==> src/rtl/baud_pkg.sv <==
package baud_pkg;

    // Generator stage operating states
    typedef enum logic [1:0] {
        GS_STOP   = 2'd0,   // divisor 0: sample enable held low
        GS_PASS   = 2'd1,   // divisor 1: source enable forwarded
        GS_DIVIDE = 2'd2    // divisor >= 2: count source enables
    } gen_state_e;

    // Register select encoding on the write port
    typedef enum logic {
        SEL_GEN = 1'b0,
        SEL_BIT = 1'b1
    } reg_sel_e;

endpackage

==> src/rtl/baud_prescale.sv <==
module baud_prescale #(
    parameter int PRE_DIV = 8
) (
    input  logic clk,
    input  logic rst_n,
    input  logic clk_sel,
    output logic src_en
);
    localparam int PRE_W = (PRE_DIV > 1) ? $clog2(PRE_DIV) : 1;

    generate
        if (PRE_DIV > 1) begin : g_div
            localparam logic [PRE_W-1:0] PRE_LAST = PRE_W'(PRE_DIV - 1);
            logic [PRE_W-1:0] pre_cnt;

            always_ff @(posedge clk or negedge rst_n) begin
                if (!rst_n) begin
                    pre_cnt <= '0;
                end else if (pre_cnt == PRE_LAST) begin
                    pre_cnt <= '0;
                end else begin
                    pre_cnt <= pre_cnt + 1'b1;
                end
            end

            assign src_en = clk_sel ? (pre_cnt == PRE_LAST) : 1'b1;
        end else begin : g_nodiv
            assign src_en = 1'b1;
        end
    endgenerate
endmodule

==> src/rtl/baud_cfg_regs.sv <==
module baud_cfg_regs
    import baud_pkg::*;
#(
    parameter int GEN_W   = 16,
    parameter int BIT_W   = 8,
    parameter int BIT_MIN = 4,
    parameter int GEN_RST = 651,
    parameter int BIT_RST = 15
) (
    input  logic             clk,
    input  logic             rst_n,
    input  logic             wr_en,
    input  logic             wr_sel,
    input  logic [GEN_W-1:0] wr_data,
    output logic [GEN_W-1:0] gen_pend,
    output logic [BIT_W-1:0] bit_pend
);
    localparam logic [BIT_W-1:0] BIT_FLOOR = BIT_W'(BIT_MIN);

    logic [BIT_W-1:0] bit_wr;
    logic             bit_ok;

    assign bit_wr = wr_data[BIT_W-1:0];
    assign bit_ok = (bit_wr >= BIT_FLOOR);

    always_ff @(posedge clk or negedge rst_n) begin
        if (!rst_n) begin
            gen_pend <= GEN_W'(GEN_RST);
            bit_pend <= BIT_W'(BIT_RST);
        end else if (wr_en) begin
            unique case (reg_sel_e'(wr_sel))
                SEL_GEN: gen_pend <= wr_data;
                SEL_BIT: if (bit_ok) bit_pend <= bit_wr;
                default: ;
            endcase
        end
    end
endmodule

==> src/rtl/baud_gen_stage.sv <==
module baud_gen_stage
    import baud_pkg::*;
#(
    parameter int GEN_W   = 16,
    parameter int GEN_RST = 651
) (
    input  logic             clk,
    input  logic             rst_n,
    input  logic             src_en,
    input  logic [GEN_W-1:0] gen_pend,
    output logic             sample_en,
    output gen_state_e       state_q
);
    function automatic gen_state_e classify(input logic [GEN_W-1:0] val);
        if (val == '0) begin
            return GS_STOP;
        end else if (val == GEN_W'(1)) begin
            return GS_PASS;
        end
        return GS_DIVIDE;
    endfunction

    localparam logic [GEN_W-1:0] GEN_INIT  = GEN_W'(GEN_RST);
    localparam gen_state_e       RST_STATE = classify(GEN_INIT);

    gen_state_e       state_d;
    logic [GEN_W-1:0] gen_act;
    logic [GEN_W-1:0] g_cnt;
    logic             term;

    // Terminal event of the current state
    always_comb begin
        unique case (state_q)
            GS_STOP, GS_PASS: term = src_en;
            GS_DIVIDE:        term = src_en && (g_cnt == gen_act);
            default:          term = 1'b0;
        endcase
    end

    // Transitions RELOAD_STOP / RELOAD_PASS / RELOAD_DIVIDE on terminal
    always_comb begin
        state_d = term ? classify(gen_pend) : state_q;
    end

    // State register
    always_ff @(posedge clk or negedge rst_n) begin
        if (!rst_n) begin
            state_q <= RST_STATE;
        end else begin
            state_q <= state_d;
        end
    end

    // Active divisor and count
    always_ff @(posedge clk or negedge rst_n) begin
        if (!rst_n) begin
            gen_act <= GEN_INIT;
            g_cnt   <= GEN_W'(1);
        end else if (term) begin
            gen_act <= gen_pend;
            g_cnt   <= GEN_W'(1);
        end else if (src_en && (state_q == GS_DIVIDE)) begin
            g_cnt   <= g_cnt + 1'b1;
        end
    end

    // Outputs
    always_comb begin
        unique case (state_q)
            GS_STOP:   sample_en = 1'b0;
            GS_PASS:   sample_en = src_en;
            GS_DIVIDE: sample_en = term;
            default:   sample_en = 1'b0;
        endcase
    end
endmodule

==> src/rtl/baud_bit_stage.sv <==
module baud_bit_stage #(
    parameter int BIT_W   = 8,
    parameter int BIT_RST = 15
) (
    input  logic             clk,
    input  logic             rst_n,
    input  logic             sample_en,
    input  logic [BIT_W-1:0] bit_pend,
    output logic             baud_tick,
    output logic [BIT_W-1:0] bit_act
);
    logic [BIT_W-1:0] b_cnt;
    logic             at_end;

    assign at_end    = (b_cnt == bit_act);
    assign baud_tick = sample_en && at_end;

    always_ff @(posedge clk or negedge rst_n) begin
        if (!rst_n) begin
            b_cnt   <= '0;
            bit_act <= BIT_W'(BIT_RST);
        end else if (baud_tick) begin
            b_cnt   <= '0;
            bit_act <= bit_pend;
        end else if (sample_en) begin
            b_cnt   <= b_cnt + 1'b1;
        end
    end
endmodule

==> src/rtl/baud_divider.sv <==
module baud_divider
    import baud_pkg::*;
#(
    parameter int PRE_DIV = 8,
    parameter int GEN_W   = 16,
    parameter int BIT_W   = 8,
    parameter int BIT_MIN = 4,
    parameter int GEN_RST = 651,
    parameter int BIT_RST = 15
) (
    input  logic             clk,
    input  logic             rst_n,
    input  logic             clk_sel,
    input  logic             wr_en,
    input  logic             wr_sel,
    input  logic [GEN_W-1:0] wr_data,
    output logic             sample_en,
    output logic             baud_tick
);
    logic             src_en;
    logic [GEN_W-1:0] gen_pend;
    logic [BIT_W-1:0] bit_pend;
    logic [BIT_W-1:0] bit_act;
    gen_state_e       gen_state;

    baud_prescale #(.PRE_DIV(PRE_DIV)) u_pre (
        .clk     (clk),
        .rst_n   (rst_n),
        .clk_sel (clk_sel),
        .src_en  (src_en)
    );

    baud_cfg_regs #(
        .GEN_W(GEN_W), .BIT_W(BIT_W), .BIT_MIN(BIT_MIN),
        .GEN_RST(GEN_RST), .BIT_RST(BIT_RST)
    ) u_cfg (
        .clk      (clk),
        .rst_n    (rst_n),
        .wr_en    (wr_en),
        .wr_sel   (wr_sel),
        .wr_data  (wr_data),
        .gen_pend (gen_pend),
        .bit_pend (bit_pend)
    );

    baud_gen_stage #(.GEN_W(GEN_W), .GEN_RST(GEN_RST)) u_gen (
        .clk       (clk),
        .rst_n     (rst_n),
        .src_en    (src_en),
        .gen_pend  (gen_pend),
        .sample_en (sample_en),
        .state_q   (gen_state)
    );

    baud_bit_stage #(.BIT_W(BIT_W), .BIT_RST(BIT_RST)) u_bit (
        .clk       (clk),
        .rst_n     (rst_n),
        .sample_en (sample_en),
        .bit_pend  (bit_pend),
        .baud_tick (baud_tick),
        .bit_act   (bit_act)
    );
endmodule

==> config.mk <==
export PLATFORM = sky130hd
export DESIGN_NAME = baud_divider
export DESIGN_NICKNAME = d
export VERILOG_FILES = /design/src/rtl/baud_pkg.sv /design/src/rtl/baud_prescale.sv /design/src/rtl/baud_cfg_regs.sv /design/src/rtl/baud_gen_stage.sv /design/src/rtl/baud_bit_stage.sv /design/src/rtl/baud_divider.sv
export SDC_FILE = /design/constraint.sdc
export NUM_CORES = 1
export LEC_CHECK = 0
export BUFFER_PORTS_ARGS = -buffer_cell sky130_fd_sc_hd__buf_4
export CAP_MARGIN = 10
export CORE_ASPECT_RATIO = 2
export CORE_MARGIN = 4
export CORE_UTILIZATION = 45
export DETAILED_ROUTE_END_ITERATION = 8
export MAX_ROUTING_LAYER = met4
export SETUP_SLACK_MARGIN = 0.5
export SLEW_MARGIN = 20
export SYNTH_ARGS = -nofsm -noshare
export SYNTH_HDL_FRONTEND = slang
export SYNTH_HIERARCHICAL = 1
export SYNTH_SLANG_ARGS = --single-unit
==> constraint.sdc <==
create_clock -name clk -period 5.4 [get_ports clk]
set_input_delay 0.27 -clock clk [delete_from_list [all_inputs] [get_ports clk]]
set_output_delay 0.27 -clock clk [all_outputs]
set_load 0.05 [all_outputs]
# After elaboration in Yosys (flattened, before gate mapping)

Index checks and enable logic that the tools add are counted.

Bitwise operators: 1
Reduce and logical (&&, ||, !) cells: 10
Add/sub/neg operators: 3
Equal/unequal tests: 6
Mux-type cells: 13
Order comparisons: 1

Operators by type and width:

| operator                                                                            | count |
|---|---|
| 16-bit 2-to-1 mux                                                                   | 2 |
| 16-bit by 1-bit adder with 16-bit output, second input constant                     | 1 |
| 16-bit by 1-bit == test with 1-bit output, second input constant                    | 1 |
| 16-bit == test                                                                      | 1 |
| 16-bit zero test                                                                    | 1 |
| 8-bit 2-to-1 mux                                                                    | 2 |
| 8-bit by 1-bit adder with 8-bit output, second input constant                       | 1 |
| 8-bit == test                                                                       | 1 |
| 8-bit by 3-bit greater-or-equal comparator with 1-bit output, second input constant | 1 |
| 2-bit 2-to-1 mux                                                                    | 3 |
| 1-bit one-hot mux with 2 select lines                                               | 2 |
| 2-bit nonzero test                                                                  | 2 |
| 3-bit by 1-bit adder with 3-bit output, second input constant                       | 1 |
| 3-bit == test, second input constant                                                | 1 |
| 1-bit logical AND                                                                   | 3 |
| 1-bit 2-to-1 mux                                                                    | 3 |
| 3-bit 2-to-1 mux                                                                    | 1 |
| 3-bit AND reduction                                                                 | 1 |
| 2-bit by 1-bit == test with 1-bit output, second input constant                     | 1 |
| 2-bit == test, second input constant                                                | 1 |
| 2-bit zero test                                                                     | 1 |
| 2-bit AND reduction                                                                 | 1 |
| 2-bit OR reduction                                                                  | 1 |
| 1-bit NOT                                                                           | 1 |

Input port bits: 21
Word-level logic and storage cells: 42
Flip-flop bits (word level): 77
Output and inout port bits: 2

# Longest topological paths before layout

Gate-level depths: netlist (run 1).

Depth after elaboration: 7
Mapped depth: 11
Gate-level depth less buffers: 11

# Modules after synthesis

Netlist (run 1), hierarchy kept.

Modules (own cells, without submodules):

| module         | instances | cells an instance | seq. area each (um^2) | area each (um^2) |
|---|---|---|---|---|
| baud_gen_stage | 1         | 164               | 859.6                 | 1,870.5 |
| baud_cfg_regs  | 1         | 92                | 611.8                 | 962.2 |
| baud_bit_stage | 1         | 65                | 405.4                 | 790.8 |
| baud_prescale  | 1         | 8                 | 75.1                  | 116.4 |

# Worst setup path before layout (run 1)

OpenSTA, ideal clock, no wires.

Kind: flip-flop to flip-flop
Start: reg u_pre.g_div.pre_cnt[0]
End: reg u_bit.b_cnt[0]
Arrival time: 4.631 ns
Slack: 0.579 ns
Library setup time: 0.189 ns
Period minus slack after synthesis: 4.821 ns
Cell stages (with the launch flop): 11
Buffers on the path: 0
Data required time: 5.211 ns
Cell sequence: dfrtp_1 > ha_1 > ha_1 > nand2b_1 > nand2_1 > nor4_1 > nand2_1 > a21boi_0 > nand2_1 > nor3_1 > o21ai_0

Word-level cells in the longest chain between the ends: 7
Elaborated cells on any way between the ends: 8
Those cells by class: eq/ne: 1; mux: 4; reduce/logical: 3

Ends and longest elaborated chain:

| what                                                          | line                 | RTL |
|---|---|---|
| start: declaration                                            | baud_prescale.sv:14  | `logic [PRE_W-1:0] pre_cnt;` |
| start signal: assignment                                      | baud_prescale.sv:22  | `pre_cnt <= pre_cnt + 1'b1;` |
| 3-bit == test (*)                                             | baud_prescale.sv:26  | `assign src_en = clk_sel ? (pre_cnt == PRE_LAST) : 1'b1;` |
| 1-bit 2-to-1 mux (*)                                          | baud_prescale.sv:26  |  |
| net src_en                                                    | baud_divider.sv:20   | `logic src_en;` |
| 1-bit logical AND                                             | baud_gen_stage.sv:35 | `GS_DIVIDE: term = src_en && (g_cnt == gen_act);` |
| 1-bit one-hot mux with 2 select lines                         | baud_gen_stage.sv:33 | `unique case (state_q)` |
| 1-bit one-hot mux with 2 select lines (*)                     | baud_gen_stage.sv:69 | `unique case (state_q)` |
| net sample_en                                                 | baud_divider.sv:17   | `output logic sample_en,` |
| 1-bit logical AND (*)                                         | baud_bit_stage.sv:16 | `assign baud_tick = sample_en && at_end;` |
| net baud_tick                                                 | baud_divider.sv:18   | `output logic baud_tick` |
| 8-bit 2-to-1 mux / 2-bit nonzero test (equally long branches) | n/a                  |  |
| end signal: assignment                                        | baud_bit_stage.sv:26 | `b_cnt <= b_cnt + 1'b1;` |
| end: declaration                                              | baud_bit_stage.sv:12 | `logic [BIT_W-1:0] b_cnt;` |

Mark *: on every way through the listed nets, which the timed path passes. The rest lies on a longest branch.
A chain may end at the register's enable or synchronous reset.

# Worst setup path after layout (run 1)

Start: reg u_pre.g_div.pre_cnt[0]
End: out baud_tick

Word-level cells in the longest chain between the ends: 6

Ends and longest elaborated chain:

| what                                      | line |
|---|---|
| 3-bit == test (*)                         | baud_prescale.sv:26 |
| 1-bit 2-to-1 mux (*)                      | baud_prescale.sv:26 |
| net src_en                                | baud_divider.sv:20 |
| 1-bit logical AND                         | baud_gen_stage.sv:35 |
| 1-bit one-hot mux with 2 select lines     | baud_gen_stage.sv:33 |
| 1-bit one-hot mux with 2 select lines (*) | baud_gen_stage.sv:69 |
| 1-bit logical AND (*)                     | baud_bit_stage.sv:16 |
| end: declaration                          | baud_divider.sv:18 |

Marked as above.

==> results of run 1 <==
-- logic make-up after synthesis --
family,count (synthesis)
compound gates,16
xor+xnor,45
fa+ha+maj,8
buf+inv,21
flops,77
mux,28
simple gates,134
-- metal layers --
layer / GRT usage / vias to the layer above / routed length [um]
met5: - / - / 0
met3: 0.0478 / 28 / 228
li1: - / 1136 / -
met2: 0.294 / 43 / 4080
met1: 0.178 / 1154 / 2780
met4: 0.107 / 0 / 396
-- power by group through the flow --
stage	clock network [mW]	registers, mW	logic [mW]
floorplan	0	0.850	0.394
finish	0.637	0.902	0.445
global route	0.675	0.921	0.497
CTS	0.651	0.902	0.450
detailed placement	0	0.910	0.450
global placement	0	0.908	0.442
-- layout by cell type (no fill, tap or decap), types with 2 or more instances in the layout --
cell type,netlist,layout
nand2_1,61,61
dfrtp_1,57,57
xnor2_1,32,32
nor2_1,26,26
buf_4,4,23
mux2_4,20,20
dfstp_2,20,20
xor2_1,13,13
nand4_1,12,12
clkbuf_16,0,9
nand3_1,9,9
inv_1,8,8
mux2_2,8,8
ha_1,8,8
nor4_1,7,7
nor3_1,5,5
o21ai_0,4,4
a22o_1,4,4
clkinvlp_4,0,3
nand2b_1,3,3
and3_1,3,3
bufinv_16,0,2
a22o_2,2,2
-- sequential cells by signal (all words and copies together) (netlist names) --
signal               count
u_gen/state_q            2
u_bit/bit_act            8
u_gen/gen_act           16
u_bit/b_cnt              8
u_gen/g_cnt             16
u_cfg/bit_pend           8
u_cfg/gen_pend          16
u_pre/g_div.pre_cnt      3
-- stage by stage --
stage,setup WS (ps),hold WS [ps]
after floorplan,579,-25.6
after global placement,1930,413
after detailed placement,1790,424
after CTS,1640,122
after global routing,1230,127
final,1640,85.6
-- cell usage after synthesis --
| library cell | count |
|---|---|
| and2_2 | 1 |
| clkbuf_1 | 4 |
| a21bo_1 | 1 |
| nor2b_1 | 2 |
| buf_6 | 3 |
| dfrtp_1 | 57 |
| a22o_2 | 2 |
| o21ai_0 | 4 |
| nand2_1 | 61 |
| o211ai_1 | 1 |
| xor2_1 | 13 |
| inv_1 | 8 |
| or4_4 | 1 |
| a21oi_1 | 1 |
| buf_8 | 1 |
| nor3_4 | 1 |
| buf_4 | 4 |
| xnor2_1 | 32 |
| mux2_2 | 8 |
| nor3_2 | 1 |
| nand4_1 | 12 |
| and3_1 | 3 |
| a22o_1 | 4 |
| and3_2 | 1 |
| a21boi_0 | 1 |
| o31ai_4 | 1 |
| o2bb2ai_1 | 1 |
| nor2_1 | 26 |
| nand2b_1 | 3 |
| nor4_1 | 7 |
| buf_12 | 1 |
| ha_1 | 8 |
| dfstp_2 | 20 |
| mux2_4 | 20 |
| nand3_1 | 9 |
| nor3_1 | 5 |
| or2_1 | 1 |
-- layout make-up --
type                       count  area [sq um]
fill                         694          3760
sequential                    77          1950
multi-input combinational    231          1650
clock buffer                  10           229
timing repair buffer          23           173
tap                           96           120
clock inverter                 6          87.6
inverter                       8          30.0
-- worst max-delay path, delay by kind of cell (launching register included) --
kind	cells	cell delay, ps
DFF	1	350
adders and majority gates	2	330
and+or+nand+nor	6	1400
buffers and inverters	1	270
AOI/OAI and AO/OA	1	810
-- worst paths after layout --
| kind | start | endpoint | cells past startpoint | slack (ps) |
|---|---|---|---|---|
| min in group clk | wr_data[12] | u_cfg/gen_pend[12] | 3 | 130 |
| hold / removal | rst_n | u_gen/gen_act[15] | 1 | 90 |
| max in group asynchronous | rst_n | u_cfg/bit_pend[5] | 1 | 4690 |
| setup reg to reg | u_pre/g_div.pre_cnt[0] | u_bit/bit_act[7] | 10 | 1750 |
| hold reg to reg | u_pre/g_div.pre_cnt[0] | u_pre/g_div.pre_cnt[0] | 1 | 430 |
| setup / recovery | u_pre/g_div.pre_cnt[0] | baud_tick | 10 | 1640 |
==> impl_metrics.json, run 1 <==
{
  "end_kind": "output pin",
  "fmax_mhz": 266,
  "dpl_cell_area_sq_um": 3920,
  "drt-pass1-iter-count": 4,
  "crit_required_ps": 5130,
  "insertedDiodeCount": 0,
  "timing.critical_path.mode_cell": "nand2_1",
  "portBuffers": 22,
  "cts_htree_levels": 3,
  "avgRoutedWirePerCell_um": 16.6,
  "pwr-share-seq": 0.455,
  "post_cts_buffers": 0,
  "synth.area.top_cells": "dfrtp_1 (38%), dfstp_2 (14%), mux2_4 (8.0%)",
  "clk-insertion-delay-late_ps": 330,
  "drv_cap": 0,
  "min_period_ps": 3760,
  "synth_fa_ha_area_frac": 0.0268,
  "yosys.area_share.simple": 0.167,
  "p_switching_mw": 0.566,
  "drive_gt1_frac": 0.268,
  "synth_fp_nets": 358,
  "syn_avg_cell_area_sq_um": 11.4,
  "cts-resized-gates": 0,
  "setup_viol": 0,
  "fin_crit_sh": 0.696,
  "ant_nets": 0,
  "synth.area.mux_share": 0.104,
  "synth_top_family_by_area": "simple AND/OR/NAND/NOR gates",
  "track_usage": 0.175,
  "antenna_found_initial": 0,
  "instances_no_fill": 451,
  "worstMarginPinSlew_ps": 996,
  "vias_per_cell": 5.24,
  "fp.dieH_um": 137,
  "crit_path_start_kind": "register",
  "hold_viol": 0,
  "swShare": 0.285,
  "p_int_mw": 1.42,
  "drc": 0,
  "slew_violations": 0,
  "slowest_stage": "a21boi_0",
  "yosysSeqAreaShare": 0.522,
  "cts_buffers": 9,
  "yosysWarnings": 6,
  "drt_iter0_markers": 198,
  "core_area_sq_um": 8000,
  "hold_path.class": "input pin to async pin",
  "cts_hold_buf": 0,
  "cts_buffer_depth": 2,
  "cp_max_fo": 9,
  "p_per_area_nw_per_um2": 468,
  "leakage_nw": 1.90,
  "worst_clock_skew_ps": 5.83,
  "clock-root-buffer": "clkbuf_16",
  "cpPeakStageDelay_ps": 810,
  "relSlewSlack": 0.330,
  "comb_power_share": 0.224,
  "synth-compound-area-share": 0.0361,
  "num_vias": 2361,
  "synthDistinctLibCells": 37,
  "syn_inst": 329,
  "fin_area_sq_um": 4240,
  "worstPathArrival_ps": 3490,
  "tritoncts": "done",
  "nets": 379,
  "grt_max_degree": 78,
  "wl_mm": 7.48,
  "synthDominantAreaCellType": "dfrtp_1",
  "floorplan.rows": 46,
  "io_pins": 23,
  "rsz0062_at_grt": "no",
  "syn_area_sq_um": 3740,
  "gp_congestion": 0.851,
  "dp.cells": 435,
  "fin_util": 0.530,
  "vdd_drop_max_v": 0.000305,
  "criticalPathCategory": "register to output pin",
  "status": "completed",
  "ys_ff_latch": 77,
  "power_mw": 1.98,
  "tns_ps": 0,
  "die_w_um": 72.5,
  "synth_top_area_frac": 0.381,
  "grt_pass1_wl_mm": 12.3,
  "grt_overflow": 0,
  "die-area_sq_um": 9920,
  "clock_power_share": 0.321,
  "initial_core_util": 0.467,
  "path_cells": "ha_1 > ha_1 > nand2b_1 > nand2_1 > nor4_1 > nand2_1 > a21boi_0 > nand2_1 > nor3_1 > buf_4",
  "clk_pin_slew_ps": 60,
  "clock_sinks": 77,
  "synth_xor_area_frac": 0.105,
  "dpl.hpwl_mm": 5.55,
  "grt_pass1_vias": 2470,
  "syn_to_final_growth_pct": 13.3
}
Power figures use the tool's default switching activity.
==> inputs of run 2 (changes only) <==
==> constraint.sdc (replaced) <==
create_clock -name clk -period 3.2 [get_ports clk]
set_input_delay 0.16 -clock clk [delete_from_list [all_inputs] [get_ports clk]]
set_output_delay 0.16 -clock clk [all_outputs]
set_load 0.05 [all_outputs]
==> run 2 against run 1 <==
Via count is 1.0% higher. Non-clock buffer count rose by 9. Worst setup slack lost 1000 ps. Largest power group unchanged. The run now ends with negative hold slack left. Register-to-register slack got worse by 1000 ps. Cell count grew 2.0%. Sequential cell count unchanged. Sequential share of layout area decreased by 1.2 points. Clock power rose by 60%. Power up 69%. Highest routed layer unchanged. Routed wire length up 4.4%. Clock skew increased by 2.6 ps. Critical path depth is 2 lower.
==> impl_metrics.json, run 2 (synthesis gave the netlist of run 1 again) <==
{
  "min_period_ps": 2590,
  "antenna_found_initial": 0,
  "nets": 388,
  "ff2ff_path_depth": 9,
  "violations": "negative hold slack",
  "floorplan.rows": 46,
  "dpl.hpwl_mm": 5.54,
  "initial_core_util": 0.467,
  "grt_pass1_wl_mm": 12.6,
  "whs_ps": -33.8,
  "syn_to_final_growth_pct": 16.3,
  "regToRegSetupSlack_ps": 740,
  "leakage_nw": 1.97,
  "drv_cap": 0,
  "hold_path.class": "input pin to async pin",
  "clock-root-buffer": "clkbuf_16",
  "grt_overflow": 0,
  "final_common_cell": "nand2_1",
  "fin_util": 0.544,
  "cts_hold_buf": 0,
  "portBuffers": 22,
  "grt_max_degree": 78,
  "fin_crit_sh": 0.810,
  "track_usage": 0.177,
  "io_pins": 23,
  "drt-pass1-iter-count": 4,
  "crit_path_start_kind": "register",
  "num_vias": 2385,
  "r2r_start": "u_gen/g_cnt[0]",
  "wl_mm": 7.81,
  "p_per_area_nw_per_um2": 769,
  "clk_pin_slew_ps": 60,
  "clock_sinks": 77,
  "hold_viol": 18,
  "vias_per_cell": 5.18,
  "fmax_mhz": 386,
  "grt_pass1_vias": 2560,
  "die-area_sq_um": 9920,
  "insertedDiodeCount": 0,
  "criticalPathCategory": "register to output pin",
  "fp.dieH_um": 137,
  "worst_clock_skew_ps": 8.40,
  "ant_nets": 0,
  "crit-reg2reg-capture": "u_bit/bit_act[6]",
  "slew_violations": 0,
  "dp_slack_ps": 448,
  "cts_buffer_depth": 2,
  "worstMarginPinSlew_ps": 973,
  "die_w_um": 72.5,
  "rsz0062_at_grt": "no",
  "clk-insertion-delay-late_ps": 340,
  "cp_max_fo": 6,
  "crit_required_ps": 3040,
  "tns_ps": 0,
  "finalWorstSetupSlack_ps": 609,
  "tritoncts": "done",
  "cts_buffers": 9,
  "setup_viol": 0,
  "worstPathArrival_ps": 2430,
  "drive_gt1_frac": 0.310,
  "reg.largest.list": "u_cfg/gen_pend (16), u_gen/g_cnt (16), u_gen/gen_act (16)",
  "end_kind": "output pin",
  "mostFrequentLayoutCells": "nand2_1 (58), dfrtp_1 (57), buf_4 (31), xnor2_1 (31), nor2_1 (26)",
  "avgRoutedWirePerCell_um": 17.0,
  "drt_iter0_markers": 117,
  "cts_htree_levels": 3,
  "gp_congestion": 0.772,
  "vdd_drop_max_v": 0.000451,
  "status": "finished with violations",
  "relSlewSlack": 0.351,
  "drc": 0,
  "core_area_sq_um": 8000
}
## run 2: cell count changes in the layout (fill, tap and decap cells not counted), moves of 2 or more
cell     previous run  this run
nand2_2             0         3
nand2_1            61        58
buf_4              23        31
inv_6               0         2
## run 2: where the power goes
part           switching [mW]  internal (mW)
logic                   0.344          0.462
clock network           0.414          0.606
registers               0.246           1.27
## run 2: worst max path at each step
stage | from | end | slack (ps)
after global placement | u_gen/g_cnt[10] | u_bit/bit_act[4] | 500
final | u_gen/g_cnt[0] | baud_tick | 610
after floorplan | u_gen/g_cnt[0] | u_bit/bit_act[4] | 520
after global routing | u_pre/g_div.pre_cnt[0] | baud_tick | 460
after CTS | u_pre/g_div.pre_cnt[0] | baud_tick | 550
after detailed placement | u_pre/g_div.pre_cnt[0] | u_bit/bit_act[6] | 450
## run 2: metal layers
metal	up-vias	wire, um	GRT usage
met2	38	4330	0.313
li1	1162	-	-
met4	0	342	0.108
met3	16	186	0.0294
met5	-	0	-
met1	1169	2950	0.176
## run 2: what timing repair did
action	4_1_cts	5_1_grt
gates resized for setup	0	4
endpoints found under the hold margin	0	0
buffers inserted	2	6
pin swaps	1	3
setup endpoints to repair	7	7
## run 2: cell type report
type | count | area (sq um)
multi-input cells | 231 | 1710
fillers | 717 | 3650
well taps | 96 | 120
clock inverters | 7 | 72.6
flip-flops and latches | 77 | 1950
clock buffers | 9 | 225
inverters | 8 | 30.0
repair buffers | 32 | 244
## run 2: critical path, stage by stage, from the launching register on
cell	delay [ps]
dfstp_2	580
xnor2_1	130
nand4_1	160
nor4_4	300
nand2_2	120
a21boi_4	240
nand2_2	130
nor3_4	240
buf_6	190
## run 2: metrics by stage
step	power (mW)	hold slack (ps)	instances	cell area [sq um]
after floorplan	2.13	-136	329	3780
after global placement	2.30	352	436	3970
after detailed placement	2.32	355	436	3970
after CTS	3.36	0.983	454	4280
after global routing	3.53	15.2	460	4350
final	3.35	-33.8	460	4350
